$ cat src/rtl/vram_copy_pkg.sv
package vram_copy_pkg;
  typedef enum logic [1:0] {
    CP_IDLE  = 2'd0,
    CP_READ  = 2'd1,
    CP_WRITE = 2'd2
  } cp_state_e;
endpackage

$ cat src/rtl/vc_addr_step.sv
module vc_addr_step #(
  parameter int AW = 15
) (
  input  logic          clk_i,
  input  logic          rst_ni,
  input  logic          load_i,
  input  logic [AW-1:0] base_i,
  input  logic          down_i,
  input  logic          step_i,
  output logic [AW-1:0] ptr_o
);
  logic          down_q;
  logic [AW-1:0] ptr_q;

  always_ff @(posedge clk_i or negedge rst_ni) begin
    if (!rst_ni) begin
      ptr_q  <= '0;
      down_q <= 1'b0;
    end else if (load_i) begin
      ptr_q  <= base_i;
      down_q <= down_i;
    end else if (step_i) begin
      // natural AW-bit wrap
      ptr_q <= down_q ? ptr_q - 1'b1 : ptr_q + 1'b1;
    end
  end

  assign ptr_o = ptr_q;

  assert_ptr_hold_R9: assert property (@(posedge clk_i) disable iff (!rst_ni)
    (!load_i && !step_i) |=> $stable(ptr_q));
endmodule

$ cat src/rtl/vc_seq.sv
module vc_seq
  import vram_copy_pkg::*;
#(
  parameter int CW = 15
) (
  input  logic          clk_i,
  input  logic          rst_ni,
  input  logic          start_i,
  input  logic [CW-1:0] len_i,
  output cp_state_e     state_o,
  output logic          load_o,
  output logic          step_o,
  output logic          done_o
);
  cp_state_e     state_q;
  logic [CW-1:0] cnt_q;
  logic          last;

  assign last   = (cnt_q == '0);
  assign load_o = start_i && (state_q == CP_IDLE);
  assign step_o = (state_q == CP_WRITE) && !last;
  assign done_o = (state_q == CP_WRITE) && last;

  always_ff @(posedge clk_i or negedge rst_ni) begin
    if (!rst_ni) begin
      state_q <= CP_IDLE;
      cnt_q   <= '0;
    end else begin
      unique case (state_q)
        CP_IDLE: if (start_i) begin
          state_q <= CP_READ;
          cnt_q   <= len_i;
        end
        CP_READ: state_q <= CP_WRITE;
        CP_WRITE: begin
          if (last) state_q <= CP_IDLE;
          else begin
            state_q <= CP_READ;
            cnt_q   <= cnt_q - 1'b1;
          end
        end
        default: state_q <= CP_IDLE;
      endcase
    end
  end

  assign state_o = state_q;

  assert_read_then_write_R2: assert property (@(posedge clk_i) disable iff (!rst_ni)
    (state_q == CP_READ) |=> (state_q == CP_WRITE));
  assert_more_words_R3: assert property (@(posedge clk_i) disable iff (!rst_ni)
    (state_q == CP_WRITE && cnt_q != '0) |=> (state_q == CP_READ));
  assert_start_ignored_R9: assert property (@(posedge clk_i) disable iff (!rst_ni)
    (start_i && state_q == CP_READ) |=> (state_q == CP_WRITE));
  assert_idle_start_R1: assert property (@(posedge clk_i) disable iff (!rst_ni)
    (start_i && state_q == CP_IDLE) |=> (state_q == CP_READ));
endmodule

$ cat src/rtl/vc_status.sv
module vc_status #(
  parameter int SW       = 8,
  parameter int DONE_BIT = 4
) (
  input  logic          clk_i,
  input  logic          rst_ni,
  input  logic          set_i,
  input  logic          irq_req_i,
  input  logic          clr_i,
  output logic [SW-1:0] status_o,
  output logic          irq_o
);
  logic done_q, irq_q;

  // set has priority over a same-cycle clear
  always_ff @(posedge clk_i or negedge rst_ni) begin
    if (!rst_ni) begin
      done_q <= 1'b0;
      irq_q  <= 1'b0;
    end else if (set_i) begin
      done_q <= 1'b1;
      irq_q  <= irq_req_i;
    end else if (clr_i) begin
      done_q <= 1'b0;
      irq_q  <= 1'b0;
    end
  end

  always_comb begin
    status_o           = '0;
    status_o[DONE_BIT] = done_q;
  end
  assign irq_o = irq_q;

  assert_set_wins_R10: assert property (@(posedge clk_i) disable iff (!rst_ni)
    set_i |=> status_o[DONE_BIT]);
  assert_irq_needs_done_R8: assert property (@(posedge clk_i) disable iff (!rst_ni)
    irq_o |-> status_o[DONE_BIT]);
  assert_clear_R7: assert property (@(posedge clk_i) disable iff (!rst_ni)
    (clr_i && !set_i) |=> (status_o == '0 && !irq_o));
endmodule

$ cat src/rtl/vram_copy_dma.sv
module vram_copy_dma
  import vram_copy_pkg::*;
#(
  parameter int AW          = 15,
  parameter int DW          = 16,
  parameter int RW          = 16,
  parameter int SW          = 8,
  parameter int DONE_BIT    = 4,
  parameter int DST_DIR_BIT = 3,
  parameter int SRC_DIR_BIT = 2,
  parameter int IRQ_EN_BIT  = 1
) (
  input  logic          clk_i,
  input  logic          rst_ni,
  input  logic          start_i,
  input  logic [RW-1:0] ctrl_i,
  input  logic [RW-1:0] src_i,
  input  logic [RW-1:0] dst_i,
  input  logic [RW-1:0] len_i,
  input  logic          status_clr_i,
  output logic [AW-1:0] mem_addr_o,
  output logic          mem_re_o,
  output logic          mem_we_o,
  output logic [DW-1:0] mem_wdata_o,
  input  logic [DW-1:0] mem_rdata_i,
  output logic          busy_o,
  output logic [SW-1:0] status_o,
  output logic          irq_o
);
  cp_state_e     state;
  logic          load, step, done;
  logic          irq_en_q;
  logic [AW-1:0] src_ptr, dst_ptr;

  vc_seq #(.CW(AW)) u_seq (
    .clk_i   (clk_i),
    .rst_ni  (rst_ni),
    .start_i (start_i),
    .len_i   (len_i[AW-1:0]),
    .state_o (state),
    .load_o  (load),
    .step_o  (step),
    .done_o  (done)
  );

  vc_addr_step #(.AW(AW)) u_src (
    .clk_i  (clk_i),
    .rst_ni (rst_ni),
    .load_i (load),
    .base_i (src_i[AW-1:0]),
    .down_i (ctrl_i[SRC_DIR_BIT]),
    .step_i (step),
    .ptr_o  (src_ptr)
  );

  vc_addr_step #(.AW(AW)) u_dst (
    .clk_i  (clk_i),
    .rst_ni (rst_ni),
    .load_i (load),
    .base_i (dst_i[AW-1:0]),
    .down_i (ctrl_i[DST_DIR_BIT]),
    .step_i (step),
    .ptr_o  (dst_ptr)
  );

  always_ff @(posedge clk_i or negedge rst_ni) begin
    if (!rst_ni)   irq_en_q <= 1'b0;
    else if (load) irq_en_q <= ctrl_i[IRQ_EN_BIT];
  end

  vc_status #(.SW(SW), .DONE_BIT(DONE_BIT)) u_stat (
    .clk_i     (clk_i),
    .rst_ni    (rst_ni),
    .set_i     (done),
    .irq_req_i (irq_en_q),
    .clr_i     (status_clr_i),
    .status_o  (status_o),
    .irq_o     (irq_o)
  );

  assign mem_re_o    = (state == CP_READ);
  assign mem_we_o    = (state == CP_WRITE);
  assign mem_addr_o  = mem_we_o ? dst_ptr : src_ptr;
  assign mem_wdata_o = mem_rdata_i;
  assign busy_o      = (state != CP_IDLE);

  assert_no_rw_overlap_R2: assert property (@(posedge clk_i) disable iff (!rst_ni)
    !(mem_re_o && mem_we_o));
  assert_done_on_fall_R7: assert property (@(posedge clk_i) disable iff (!rst_ni)
    $fell(busy_o) |-> status_o[DONE_BIT]);
  assert_idle_quiet_R11: assert property (@(posedge clk_i) disable iff (!rst_ni)
    !busy_o |-> (!mem_re_o && !mem_we_o));
  assert_irq_rise_R8: assert property (@(posedge clk_i) disable iff (!rst_ni)
    $rose(irq_o) |-> $fell(busy_o));
endmodule

$ cat config.mk
export PLATFORM = sky130hd
export DESIGN_NAME = vram_copy_dma
export DESIGN_NICKNAME = d
export VERILOG_FILES = /design/src/rtl/vram_copy_pkg.sv /design/src/rtl/vc_addr_step.sv /design/src/rtl/vc_seq.sv /design/src/rtl/vc_status.sv /design/src/rtl/vram_copy_dma.sv
export SDC_FILE = /design/constraint.sdc
export NUM_CORES = 1
export LEC_CHECK = 0
export BUFFER_PORTS_ARGS = -buffer_cell sky130_fd_sc_hd__buf_4
export CORE_MARGIN = 4
export CORE_UTILIZATION = 26
export DETAILED_ROUTE_END_ITERATION = 8
export PLACE_DENSITY = 0.57
export SLEW_MARGIN = 20
export SYNTH_ARGS = -nofsm -noshare
export SYNTH_HDL_FRONTEND = slang
export SYNTH_HIERARCHICAL = 1
export SYNTH_SLANG_ARGS = --single-unit
$ cat constraint.sdc
create_clock -name clk_i -period 3.5 [get_ports clk_i]
set_input_delay 0.875 -clock clk_i [delete_from_list [all_inputs] [get_ports clk_i]]
set_output_delay 0.875 -clock clk_i [all_outputs]
set_load 0.02 [all_outputs]
==> flow_metrics.tcl <==
set metrics [dict create \
    status "complete, no violations" \
    cts_buffers 5 \
    hold_viol 0 \
    critical_path.slowest_cell "nor2b_4" \
    gp_congestion 0.920 \
    ctsHoldBuffers 0 \
    grt_pass1_vias 3900 \
    syn_avg_cell_area_um2 9.20 \
    p_leak_nw 2.32 \
    setup_violations 0 \
    cp-startpoint "u_seq/state_o[1]" \
    clkSinkCount 52 \
    post_cts_buffers 0 \
    fin_nets 663 \
    antenna_found_initial 0 \
    row_count 48 \
    clk_latency_ns 0.30 \
    crit_type "flip-flop to output port" \
    ctsRootBufferMaster "clkbuf_16" \
    max_freq_mhz 362 \
    slew_viol_final 0 \
    skew_ns 0.00729 \
    grt_pass1_wl_mm 19.8 \
    fin_crit_ns 2.76 \
    path_max_fanout 16 \
    ir_drop_mv 0.312 \
    portBuffers 71 \
    r2r_start "u_seq/cnt_q[0]" \
    drt-total-wl_mm 12.4 \
    slew_headroom_pct 54.7 \
    drt_iter0_drc 278 \
    grt_max_degree 53 \
    die_h_um 142 \
    drc 0 \
    crit_path_end_kind "output port" \
    wl_per_cell_um 16.0 \
    io_pins 127 \
    core_area_um2 17400 \
    rrSetupSlack_ns 0.75 \
    total_power_mw 6.07 \
    num_antenna_cells 0 \
    reg2reg_depth 10 \
    clock_path_buffers 2 \
    critPathBufInv 1 \
    area_growth_pct 15.5 \
    hold_path_class "flip-flop to flip-flop" \
    vias_per_cell 5.17 \
    fp.dieArea_um2 20100 \
    p_per_area_nw_per_um2 1130 \
    start_kind "flip-flop" \
    die_x_um 142 \
    synthFlopType "dfrtp_1" \
    synth_seq_cells 52 \
    yosysSeqAreaShare_pct 28.0 \
    clk_pin_slew_worst_paths_ns 0.07 \
    cpLargestDelayFamily "simple AND/OR/NAND/NOR gates" \
    crit_required_ns 2.62 \
    drive_gt1_share_pct 25.8 \
    dr.pass1.iters 4 \
    slowest_delay_ns 0.54 \
    final_common_cell "buf_4" \
    rr_endpoint "u_src/ptr_o[14]" \
    syn_area_um2 4640 \
    htree_levels 2 \
    syn_inst 505 \
    track_usage_pct 12.0 \
    vias 4008 \
    cap_viol_max_count 0 \
    setup_tns_ns 0 \
    endpoint "mem_addr_o[14]" \
    critPathArrivalTime_ns 1.89 \
    most-common-layout-cells "buf_4 (79), dfrtp_1 (52), nand2_1 (44)" \
    path_depth 3 \
    async_flop_share_pct 100 \
    ant_nets 0 \
    post-dp-hpwl_mm 9.51 \
    synth_edf_count 0 \
    cts_resized 0 \
    overflow 0 \
    ys.warnings.count 6 \
    cts_tree "built" \
    start_util_pct 26.7 \
    rsz0062_at_grt "no" \
    ys_types 71 \
    timing.final.crit_share_pct 78.9 \
    tightest_slew_ns 0.679 \
    critical_path.cell_chain "nor2b_4 > mux2_2 > buf_4" \
]
through the flow:
step / cell area [um2] / instances / setup slack, ns / hold WS [ns] / util (%)
2_1_floorplan: 4670 / 511 / 1.04 / 0.463 / -
3_3_place_gp: 5220 / 767 / 0.866 / 0.473 / 30.0
3_5_place_dp: 5220 / 767 / 0.786 / 0.489 / 30.0
4_1_cts: 5370 / 775 / 0.719 / 0.506 / 30.8
5_1_grt: 5370 / 775 / 0.591 / 0.513 / 30.8
6_report: 5370 / 775 / 0.737 / 0.502 / 30.8
layout make-up:
type	instances	area, um2
Timing Repair Buffer	79	593
Inverter	17	63.8
Fill cell	1791	12100
Clock buffer	6	139
Clock inverter	2	10.0
Sequential cell	52	1300
Tap cell	225	282
Multi-Input combinational cell	394	2980
metal layers:
metal,wire length [um],vias up,global-route usage (%)
met5,0,-,0
met4,480,0,6.26
met2,6140,66,20.3
met3,312,30,1.18
li1,-,1940,-
met1,5450,1972,15.2
logic make-up (layout without fill, tap and decap cells):
group / count (synthesis) / count (layout) / share of synthesized area [%]
AOI/OAI and AO/OA: 156 / 156 / 24.1
xor gates and xnor gates: 20 / 20 / 3.77
adders and majority gates: 30 / 30 / 8.41
buffers and inverters: 65 / 104 / 8.46
DFF: 52 / 52 / 28.0
muxes: 31 / 31 / 7.95
other: 1 / 7 / 0.0807
and+or+nand+nor: 150 / 150 / 19.2
how the worst min path moves through the flow:
stage | from | end | slack [ns] | depth (start not counted)
3_3_place_gp | u_stat/done_q | u_stat/done_q | 0.47 | 1
6_report | u_stat/done_q | u_stat/done_q | 0.50 | 1
4_1_cts | u_stat/done_q | u_stat/done_q | 0.51 | 1
5_1_grt | u_stat/done_q | u_stat/done_q | 0.51 | 1
3_5_place_dp | u_stat/done_q | u_stat/done_q | 0.49 | 1
2_1_floorplan | u_stat/done_q | u_stat/done_q | 0.46 | 1
report_power, final:
| part | switching, mW | total, mW | internal (mW) | leakage (nW) |
|---|---|---|---|---|
| Combinational | 2.29 | 4.20 | 1.91 | 1.61 |
| Sequential | 0.460 | 1.36 | 0.903 | 0.632 |
| Clock | 0.224 | 0.506 | 0.283 | 0.0766 |
worst reg2reg max path: cells and delay by family, from the launching register on:
kind                       cells  cell delay [ns]
DFF                            1             0.37
and+or+nand+nor                6             1.54
adders and majority gates      1             0.24
buffers and inverters          2             0.43
AOI/OAI and AO/OA              1             0.10
sequential cells by signal, indices dropped and copies added (netlist names):
register / count
u_dst/down_q: 1
irq_en_q: 1
u_stat/done_q: 1
u_seq/cnt_q: 15
u_dst/ptr_o: 15
u_src/ptr_o: 15
u_seq/state_o: 2
u_src/down_q: 1
u_stat/irq_o: 1
synthesized netlist by cell type, drive strengths merged (4+ instances only):
| library cell | n | share of area [%] |
|---|---|---|
| clkbuf | 16 | 1.3 |
| o31a | 6 | 1.1 |
| o211ai | 10 | 1.8 |
| inv | 17 | 1.4 |
| xnor2 | 10 | 1.9 |
| nor3b | 6 | 1.1 |
| nor2b | 9 | 1.4 |
| o221ai | 9 | 2.1 |
| a21o | 13 | 2.1 |
| dfrtp | 52 | 28 |
| ha | 28 | 7.5 |
| mux2i | 11 | 2.4 |
| o21bai | 8 | 1.3 |
| nor2 | 13 | 1.1 |
| and3 | 4 | 0.54 |
| o21ai | 34 | 3.7 |
| nand3b | 8 | 1.3 |
| and4 | 4 | 0.84 |
| a21oi | 40 | 5.0 |
| mux2 | 20 | 5.6 |
| a211oi | 6 | 1.2 |
| a22oi | 9 | 1.5 |
| nand4 | 9 | 1.3 |
| buf | 32 | 5.7 |
| nand2b | 9 | 1.2 |
| a221o | 6 | 1.3 |
| nor4 | 5 | 1.8 |
| nand2 | 44 | 3.6 |
| and2 | 4 | 0.54 |
| xor2 | 10 | 1.9 |
| nand3 | 19 | 2.2 |
| nor3 | 7 | 0.75 |
(Power assumes the default switching activity.)
